===== config.mk =====
export PLATFORM = sky130hd
export DESIGN_NAME = pit_channel
export DESIGN_NICKNAME = d
export VERILOG_FILES = /design/src/rtl/pit_pkg.sv /design/src/rtl/pit_ctrl.sv /design/src/rtl/pit_datapath.sv /design/src/rtl/pit_channel.sv
export SDC_FILE = /design/constraint.sdc
export NUM_CORES = 1
export LEC_CHECK = 0
export ABC_AREA = 1
export BUFFER_PORTS_ARGS = -buffer_cell sky130_fd_sc_hd__buf_2
export CORE_UTILIZATION = 25
export DETAILED_ROUTE_END_ITERATION = 10
export GPL_TIMING_DRIVEN = 0
export PLACE_DENSITY = 0.4
export REMOVE_ABC_BUFFERS = 1
export SKIP_LAST_GASP = 1
export SYNTH_ARGS = -nofsm -noshare
export SYNTH_HDL_FRONTEND = slang
export SYNTH_SLANG_ARGS = --single-unit

===== constraint.sdc =====
create_clock -name clk -period 6.95 [get_ports clk]
set_clock_uncertainty 0.2 [all_clocks]
set_input_delay 1.0425 -clock clk [delete_from_list [all_inputs] [get_ports clk]]
set_output_delay 1.0425 -clock clk [all_outputs]
set_load 0.005 [all_outputs]

===== src/rtl/pit_pkg.sv =====
package pit_pkg;

  typedef enum logic [2:0] {
    MODE_TERM     = 3'd0,
    MODE_ONESHOT  = 3'd1,
    MODE_RATE     = 3'd2,
    MODE_SQUARE   = 3'd3,
    MODE_SWSTROBE = 3'd4,
    MODE_HWSTROBE = 3'd5
  } pitMode_e;

  typedef struct packed {
    logic clear;     // elapsed count back to zero
    logic advance;   // count one tick
    logic periodic;  // wrap at the loaded count instead of saturating
  } pitStrobe_t;

  function automatic pitMode_e legalMode(input logic [2:0] raw);
    return (raw > 3'd5) ? MODE_TERM : pitMode_e'(raw);
  endfunction

  function automatic logic gateRestarts(input pitMode_e m);
    return (m == MODE_ONESHOT) || (m == MODE_HWSTROBE);
  endfunction

  function automatic logic isPeriodic(input pitMode_e m);
    return (m == MODE_RATE) || (m == MODE_SQUARE);
  endfunction

endpackage


===== src/rtl/pit_ctrl.sv =====
module pit_ctrl
  import pit_pkg::*;
#(
  parameter int   CNT_W      = 16,
  parameter logic GATE_RESET = 1'b1
) (
  input  logic             clk,
  input  logic             rst_n,
  input  logic             tick,
  input  logic             cfgWr,
  input  logic [2:0]       cfgMode,
  input  logic [CNT_W-1:0] cfgCount,
  input  logic             gateIn,
  output pitMode_e         modeQ,
  output logic [CNT_W:0]   countQ,
  output logic             gateQ,
  output pitStrobe_t       stb
);

  localparam logic [CNT_W:0] FULL_COUNT = {1'b1, {CNT_W{1'b0}}};

  logic [CNT_W:0] loadCount;
  logic           gateRise;
  logic           restartMode;

  assign loadCount = (cfgCount == '0) ? FULL_COUNT : {1'b0, cfgCount};

  always_ff @(posedge clk) begin
    if (!rst_n) begin
      modeQ  <= MODE_SQUARE;
      countQ <= FULL_COUNT;
      gateQ  <= GATE_RESET;
    end else begin
      gateQ <= gateIn;
      if (cfgWr) begin
        modeQ  <= legalMode(cfgMode);
        countQ <= loadCount;
      end
    end
  end

  always_comb begin
    restartMode  = gateRestarts(modeQ);
    gateRise     = gateIn & ~gateQ;
    stb.clear    = cfgWr | (gateRise & restartMode);
    stb.advance  = tick & ~stb.clear & (gateIn | restartMode);
    stb.periodic = isPeriodic(modeQ);
  end

  // the stored mode never holds an undefined code
  assert_mode_legal_R1: assert property (@(posedge clk) disable iff (!rst_n)
    modeQ <= MODE_HWSTROBE);

  // the loaded count is never zero
  assert_count_nonzero_R7: assert property (@(posedge clk) disable iff (!rst_n)
    countQ != '0);

  // a zero write lands as the full count
  assert_zero_loads_full_R7: assert property (@(posedge clk) disable iff (!rst_n)
    (cfgWr && cfgCount == '0) |=> countQ == FULL_COUNT);

endmodule


===== src/rtl/pit_datapath.sv =====
module pit_datapath
  import pit_pkg::*;
#(
  parameter int CNT_W = 16
) (
  input  logic           clk,
  input  logic           rst_n,
  input  pitStrobe_t     stb,
  input  pitMode_e       modeQ,
  input  logic [CNT_W:0] countQ,
  output logic           outBit,
  output logic           nextValid,
  output logic [CNT_W:0] nextDist
);

  localparam int            EW       = CNT_W + 2;
  localparam logic [EW-1:0] ELAP_MAX = {EW{1'b1}};
  localparam logic [EW-1:0] ONE      = EW'(1);

  logic [EW-1:0] elap;      // elapsed ticks, or phase in the periodic modes
  logic          wrapped;   // a full period has completed since the clear
  logic [EW-1:0] nExt;
  logic [EW-1:0] lastPhase;
  logic [EW-1:0] half;
  logic [EW-1:0] distW;

  assign nExt      = EW'(countQ);
  assign lastPhase = nExt - ONE;
  assign half      = (nExt + ONE) >> 1;

  always_ff @(posedge clk) begin
    if (!rst_n) begin
      elap    <= '0;
      wrapped <= 1'b0;
    end else if (stb.clear) begin
      elap    <= '0;
      wrapped <= 1'b0;
    end else if (stb.advance) begin
      if (stb.periodic) begin
        if (elap >= lastPhase) begin
          elap    <= '0;
          wrapped <= 1'b1;
        end else begin
          elap <= elap + ONE;
        end
      end else if (elap != ELAP_MAX) begin
        elap <= elap + ONE;
      end
    end
  end

  always_comb begin
    case (modeQ)
      MODE_ONESHOT:                 outBit = (elap < nExt);
      MODE_RATE:                    outBit = (elap == '0) && wrapped;
      MODE_SQUARE:                  outBit = (elap < half);
      MODE_SWSTROBE, MODE_HWSTROBE: outBit = (elap == nExt);
      default:                      outBit = (elap >= nExt);
    endcase
  end

  always_comb begin
    nextValid = 1'b0;
    distW     = '0;
    case (modeQ)
      MODE_SWSTROBE, MODE_HWSTROBE: begin
        if (elap < nExt) begin
          nextValid = 1'b1;
          distW     = nExt - elap;
        end else if (elap == nExt) begin
          nextValid = 1'b1;
          distW     = ONE;
        end
      end
      MODE_RATE: begin
        if (nExt == ONE) begin
          nextValid = ~wrapped;
          distW     = ONE;
        end else begin
          nextValid = 1'b1;
          distW     = outBit ? ONE : (nExt - elap);
        end
      end
      MODE_SQUARE: begin
        if (nExt != ONE) begin
          nextValid = 1'b1;
          distW     = (elap < half) ? (half - elap) : (nExt - elap);
        end
      end
      default: begin
        if (elap < nExt) begin
          nextValid = 1'b1;
          distW     = nExt - elap;
        end
      end
    endcase
    nextDist = distW[CNT_W:0];
  end

  // the phase of a periodic mode stays inside one period
  assert_phase_bound_R5: assert property (@(posedge clk) disable iff (!rst_n)
    isPeriodic(modeQ) |-> elap < nExt);

  // a clear strobe leaves the counter at zero on the next cycle
  assert_clear_zeroes_R9: assert property (@(posedge clk) disable iff (!rst_n)
    stb.clear |=> (elap == '0) && !wrapped);

  // one-shot counting never wraps back down
  assert_no_wrap_R12: assert property (@(posedge clk) disable iff (!rst_n)
    (stb.advance && !stb.periodic) |=> elap >= $past(elap));

  // once high in mode 0 the output stays high until a clear
  assert_latched_high_R2: assert property (@(posedge clk) disable iff (!rst_n)
    (modeQ == MODE_TERM && outBit && !stb.clear) |=> outBit);

  // a strobe lasts one counted tick
  assert_strobe_single_R6: assert property (@(posedge clk) disable iff (!rst_n)
    ((modeQ == MODE_SWSTROBE || modeQ == MODE_HWSTROBE) && outBit && stb.advance)
      |=> !outBit);

  // a distance of one means the next counted tick flips the output
  assert_next_due_R13: assert property (@(posedge clk) disable iff (!rst_n)
    (nextValid && nextDist == 1 && stb.advance) |=> outBit != $past(outBit));

endmodule


===== src/rtl/pit_channel.sv =====
module pit_channel
  import pit_pkg::*;
#(
  parameter int   CNT_W      = 16,
  parameter logic GATE_RESET = 1'b1
) (
  input  logic             clk,
  input  logic             rst_n,
  input  logic             tick,
  input  logic             cfgWr,
  input  logic [2:0]       cfgMode,
  input  logic [CNT_W-1:0] cfgCount,
  input  logic             gateIn,
  output logic             outBit,
  output logic [2:0]       statMode,
  output logic             statGate,
  output logic [CNT_W:0]   statCount,
  output logic             statOut,
  output logic             nextValid,
  output logic [CNT_W:0]   nextDist
);

  pitMode_e       modeQ;
  logic [CNT_W:0] countQ;
  logic           gateQ;
  pitStrobe_t     stb;
  logic           outInt;

  pit_ctrl #(.CNT_W(CNT_W), .GATE_RESET(GATE_RESET)) u_ctrl (
    .clk      (clk),
    .rst_n    (rst_n),
    .tick     (tick),
    .cfgWr    (cfgWr),
    .cfgMode  (cfgMode),
    .cfgCount (cfgCount),
    .gateIn   (gateIn),
    .modeQ    (modeQ),
    .countQ   (countQ),
    .gateQ    (gateQ),
    .stb      (stb)
  );

  pit_datapath #(.CNT_W(CNT_W)) u_dp (
    .clk       (clk),
    .rst_n     (rst_n),
    .stb       (stb),
    .modeQ     (modeQ),
    .countQ    (countQ),
    .outBit    (outInt),
    .nextValid (nextValid),
    .nextDist  (nextDist)
  );

  assign outBit    = outInt;
  assign statOut   = outInt;
  assign statMode  = modeQ;
  assign statGate  = gateQ;
  assign statCount = countQ;

endmodule


## Yosys cells after proc, flatten, opt, wreduce, memory -nomap -nowiden

Index checks and enable logic that the tools add are counted.
Widths: inputs -> output; s select.

- Add/sub/neg operators: 5
- Equal/unequal tests: 9
- Magnitude comparators: 5
- Multiplexer cells: 20
- Bitwise operators: 10
- Reduce and logical (&&, ||, !) cells: 10

Operator list:

| operator | number |
|---|---|
| $mux 17 | 7 |
| $mux 18 | 3 |
| $pmux 17 s3 | 1 |
| $lt 18x17->1 | 2 |
| $sub 17x17->17 | 2 |
| $add 17x1->18 const B | 1 |
| $add 18x1->18 const B | 1 |
| $eq 18x17->1 | 1 |
| $ge 18x17->1 | 1 |
| $ge 18x18->1 | 1 |
| $logic_not 18->1 | 1 |
| $ne 18x18->1 const B | 1 |
| $sub 17x1->18 const B | 1 |
| $eq 17x1->1 const B | 1 |
| $ne 17x1->1 const B | 1 |
| $logic_not 16->1 | 1 |
| $eq 3x2->1 const B | 2 |
| $eq 3x3->1 const B | 2 |
| $mux 1 | 6 |
| $and 1x1->1 | 4 |
| $not 1->1 | 4 |
| $pmux 1 s4 | 1 |
| $reduce_or 2->1 | 2 |
| $eq 3x1->1 const B | 1 |
| 9 further kinds | 11 |

- Output and inout bits: 41
- Bits of input ports: 24
- Register bits after elaboration: 40
- Word-level logic and storage cells: 64

## Longest topological paths before layout

- Depth after elaboration: 8
- Mapped depth: 25

## Hierarchy

A second synthesis with hierarchy kept.

- Cells, all modules: 1,058
- Area, all modules: 6,328.6 µm²

By module, submodules not included:

| module | seq. area each (µm²) | times used | area each (µm²) | cells each |
|---|---|---|---|---|
| pit_datapath | 380.4 | 1 | 5,509.0 | 945 |
| pit_ctrl | 420.4 | 1 | 812.0 | 112 |
| pit_channel | 0.0 | 1 | 7.5 | 1 |

## Worst setup path before layout

No wires, ideal clock.

- Kind: register to output
- Start: register u_ctrl.countQ[1]
- End: output nextDist[8]
- Data arrival time: 3.105 ns
- Path buffers: 1
- Cell stages (with the launch flop): 23
- Setup slack: 2.602 ns
- Required time: 5.707 ns
- Path through: dfxtp_1 -> ha_1 -> nand4_1 -> nor2_2 -> nand3_1 -> nor3_2 -> nand4_1 -> xor2_1 -> inv_1 -> ha_1 -> nand2_2 -> inv_2 -> nand2_2 -> nor2_2 -> nand2_1 -> and2_4 -> nand2_4 -> inv_4 -> buf_6 -> o211ai_1 -> nand2_1 -> nand2_1 -> nand2_1

- Cells in the longest elaborated chain, start to end: 6
- Elaborated cells between the ends (all ways): 17
- Those cells by class: add/sub: 3; order compare: 3; eq/ne: 3; mux: 8

RTL lines:

| item | RTL line | source |
|---|---|---|
| from (decl) | pit_ctrl.sv:15 | `output logic [CNT_W:0] countQ,` |
| from (signal assigned) | pit_ctrl.sv:37 | `countQ <= loadCount;` |
| $add 17x1->18 | pit_datapath.sv:29 | `assign half = (nExt + ONE) >> 1;` |
| $lt 18x17->1 | pit_datapath.sv:56, pit_datapath.sv:87 |  |
| $pmux 1 s4 | pit_datapath.sv:53 | `case (modeQ)` |
| $mux 17 | pit_datapath.sv:81 | `distW = outBit ? ONE : (nExt - elap);` |
| $mux 17 | pit_datapath.sv:76 | `if (nExt == ONE) begin` |
| $pmux 17 s3 (*) | pit_datapath.sv:65 | `case (modeQ)` |
| to (decl) | pit_channel.sv:20 | `output logic [CNT_W:0] nextDist` |

Mark *: on every way between the ends. The rest lies on a longest branch, timed or not.

## Worst setup path after layout

- Start: register u_ctrl.countQ[1]
- End: output nextDist[3]

The elaborated chain is that of the path after synthesis.

==> flow_results.org <==
** Die
- Core Rows :: 57
- In this run the horizontal extent of the chip is around 160 µm.
- Top Ports :: 65
- For this configuration, the core starts out at a cell density of between 20 and 30%.
- Placeable core region :: 24500 µm²
- Chip Height :: ~160 µm
- The die covers ~26000 µm².

** Drt
- Drt pass-1 iters :: 5
- Summed over all layers, the routed wires come to ~24000 µm.
- Number of vias per cell after detailed routing :: 4.79
- Dividing the detail-routed wire length by the instance count gives roughly 17 µm.
- Number of DRC markers after the initial detailed-route iteration :: 449
- Number of nets with antenna violations after routing :: 0
- The detailed router placed 6670 vias in this run.
- In the routed design, unresolved DRC markers number 0.

** STA
- Static timing analysis puts the maximum clock frequency at 170 MHz.
- Setup total negative slack on the finished layout was measured at 0 ns.
- Once routing completed, OpenROAD measured the worst setup slack at 1.05 ns.
- In this run the tightest slew margin relative to its limit is 35.7%.
- Setup repair after global routing left no endpoint under its margin.
- At the pin with the least slew margin, the transition time is about 0.96 ns.
- Number of hold violations in the final report :: 0
- Share of the clock period used by the worst path after layout :: 84.9%
- Final-report setup violation count :: 0
- Clock period minus worst slack :: 5.90 ns
- The final count of pins violating max slew came to 0.

** Setup path
- Largest driver fanout on the critical path :: 17
- Cell-by-cell trace of the critical path :: ha_1, nand4_1, nor2_2, nand3_1, nor3_1, nand3_1, nor3_2, xor2_1, inv_1, ha_1, nand4_1, inv_1, a21oi_1, and2_4, nand2_4, inv_4, nand3_1, a21oi_1, nand2_1, o21ai_0, buf_2
- At the worst endpoint, the arrival time is about 4.7 ns.
- Crit Path Class :: reg2out
- STA classifies the critical path startpoint as a register.
- Cell type with the highest occurrence count on the critical path :: nand3_1
- The largest single stage delay on the critical path is ~0.52 ns.
- Highest-delay cell along the critical path :: dfxtp_1
- Crit end category :: output pin
- Critical path required time :: between 5 and 6 ns

** Clock network
- TritonCTS built the clock tree.
- The number of hold buffers added after CTS was 0.
- Root buf cell :: clkbuf_16
- Setup Buffers After CTS :: 0
- Reg clk slew, reported paths :: around 0.060 ns
- No sink is reached through more buffers than the 2 on the longest clock path.
- Count of instances resized after the clock tree is built :: 0
- Num CTS Buffers :: 5
- The tree built by TritonCTS fans out to 40 sinks.
- The clock reaches the later pin of the worst-skew pair after roughly 0.28 ns.
- Level count of the clock H-tree :: 2

** Synth
- The biggest area contributor in the post-synthesis netlist is ha_1.
- After synthesis, the netlist uses between 40 and 50 different library cells.
- For this run, asynchronously set or reset flops after synthesis account for 0%.
- By area the synthesized netlist is led by ha_1 18%, nand2_1 16%, dfxtp_1 13%.
- For this run, the leading register cell type out of synthesis is dfxtp_1.
- For this run, the number of Yosys warnings is 0.
- Synthesized instance count :: about 1000
- Post-synthesis sequential element count :: 40
- The synthesized design contains 0 enable-type register cells.
- Summed over its instances, the top area cell type makes up a little under a fifth of the synthesized netlist area.
- Average instance area after synthesis :: between 6 and 7 µm²
- Summing the sequential cell areas from Yosys gives 12.7% of the chip area.
- In this run the cell area of the synthesized design comes to 6280 µm².

** Global routing
- The first global-routing pass estimated roughly 37000 µm of wire.
- Overflow left after global routing :: 0
- The via count of the first global-routing pass came to roughly 6500.
- All-layer global routing usage :: about a fifth
- Entering global routing, the biggest net connects 35 pins.
- The initial antenna violation count is 0.

** Power and ir drop
- For this design the ratio of total power to cell area is 134 nW/µm².
- Across the VDD grid, the largest voltage drop is 0.133 mV.
- Static leakage :: 3.64 nW

** Cells and area
- The post-route netlist has a little over a tenth of its cells at a drive strength greater than 1.
- Fill cells :: around 2900
- 0 antenna diodes ended up in the layout.
- Final core area utilization :: between 20% and 30%
- Area growth, synth to finish :: 11.6%
- In the final design database the tool counted approximately 1200 nets.

** Placement
- Number of input and output port buffers inserted :: 64
- HPWL reported at the end of detailed placement :: between 20000 and 25000 µm
- At the placement stage, the worst setup path has a slack of ~1.3 ns.
- Global placer's final weighted congestion :: between 0.8 and 0.9

** Min path
- The worst hold path belongs to the class reg2reg.

** Outcome
- The flow ran to the end, and the final reports show no timing, DRC or antenna violations.

** Run
- Max-cap violations in this run came to 0.
==> placed cells by master, fill, tap and decap left out, types with 4 or more instances in the layout <==
cell type and n:
nor3_2 5, nand2_2 7, nor2_1 84, nand3_1 86, nand4_1 39, buf_2 64
clkbuf_16 5, dfxtp_1 40, inv_1 131, nand3b_1 4, nor4_1 7, inv_2 12
nor2_2 5, a211oi_1 12, nor3_1 15, xor2_1 33, o211ai_1 7, xnor2_1 13
a21oi_1 66, nand2_1 260, o21ai_0 44, ha_1 91
==> power by group <==
part | switching [mW] | total, mW | internal (mW)
clock | 0.0910 | 0.234 | 0.143
sequential | 0.0213 | 0.259 | 0.238
combinational | 0.294 | 0.449 | 0.155
total | 0.406 | 0.943 | 0.536
==> cell families after synthesis <==
group	after synthesis	share of synthesized area, %
AND/OR/NAND/NOR	526	38.1
flip-flops	40	12.7
adder cells (fa/ha/maj)	93	18.8
buffers and inverters	168	11.1
XOR/XNOR	46	6.41
AO/OA/AOI/OAI	145	12.9
==> synthesized netlist by cell type, types with 3 or more instances <==
| master | n |
|---|---|
| a211oi_1 | 12 |
| ha_1 | 91 |
| nand3b_1 | 4 |
| nor3_1 | 15 |
| inv_2 | 12 |
| o21bai_1 | 3 |
| nand2_1 | 260 |
| inv_1 | 131 |
| nand4_1 | 39 |
| xnor2_1 | 13 |
| buf_2 | 7 |
| dfxtp_1 | 40 |
| nor3_2 | 5 |
| o21ai_0 | 44 |
| nor2_1 | 84 |
| o211ai_1 | 7 |
| buf_6 | 3 |
| nor4_1 | 7 |
| nand2_2 | 7 |
| nor2_2 | 5 |
| buf_4 | 3 |
| nand3_1 | 86 |
| a21oi_1 | 66 |
| o21a_1 | 3 |
| clkbuf_1 | 5 |
| nor2_4 | 3 |
| xor2_1 | 33 |
==> cell type report <==
type / instances / area [µm²] / area share (%)
clock buffers: 8 / 146 / 2.09
inverters: 146 / 551 / 7.85
multi-input cells: 810 / 4790 / 68.3
flip-flops and latches: 40 / 801 / 11.4
well taps: 324 / 405 / 5.78
repair buffers: 64 / 320 / 4.57
==> metrics by stage <==
| step | power (mW) | cell area, µm² | hold WS [ns] | instances |
|---|---|---|---|---|
| 2_1_floorplan | 0.557 | 6140 | 0.248 | 996 |
| 3_3_place_gp | 0.712 | 6870 | 0.344 | 1384 |
| 3_5_place_dp | 0.712 | 6870 | 0.344 | 1384 |
| 4_1_cts | 0.951 | 7010 | 0.354 | 1392 |
| 5_1_grt | 1.02 | 7010 | 0.391 | 1392 |
| 6_report | 0.943 | 7010 | 0.363 | 1392 |
==> registers in the layout (all words and copies together), names as in the netlist <==
name           flops
u_dp.wrapped       1
u_ctrl.modeQ       3
u_dp.elap         18
u_ctrl.countQ     17
u_ctrl.gateQ       1
==> worst max-delay path, delay by kind of cell (launching register included) <==
| kind | cells | cell delay, ns |
|---|---|---|
| buffers and inverters | 4 | 0.49 |
| flip-flops | 1 | 0.52 |
| XOR/XNOR | 1 | 0.21 |
| adder cells (fa/ha/maj) | 2 | 0.64 |
| AND/OR/NAND/NOR | 11 | 1.85 |
| AO/OA/AOI/OAI | 3 | 0.65 |
==> layer usage <==
metal	wire length [µm]	part of all wire, %	track usage (%)
met5	0	0	0
met4	448	1.9	4.33
met3	734	3.1	1.14
met2	10600	44	30.1
met1	12200	51	27.1
==> path summary, 6_finish.rpt <==
path	start	depth (start not counted)	slack (ns)	endpoint
setup / recovery	u_ctrl.countQ[1]	21	1.05	nextDist[3]
hold / removal	u_dp.elap[0]	2	0.36	u_dp.elap[0]
setup reg to reg	u_ctrl.countQ[1]	20	2.70	u_dp.elap[4]
hold reg to reg	u_dp.elap[0]	2	0.36	u_dp.elap[0]
Note: power is estimated with default switching activity, not from simulation.
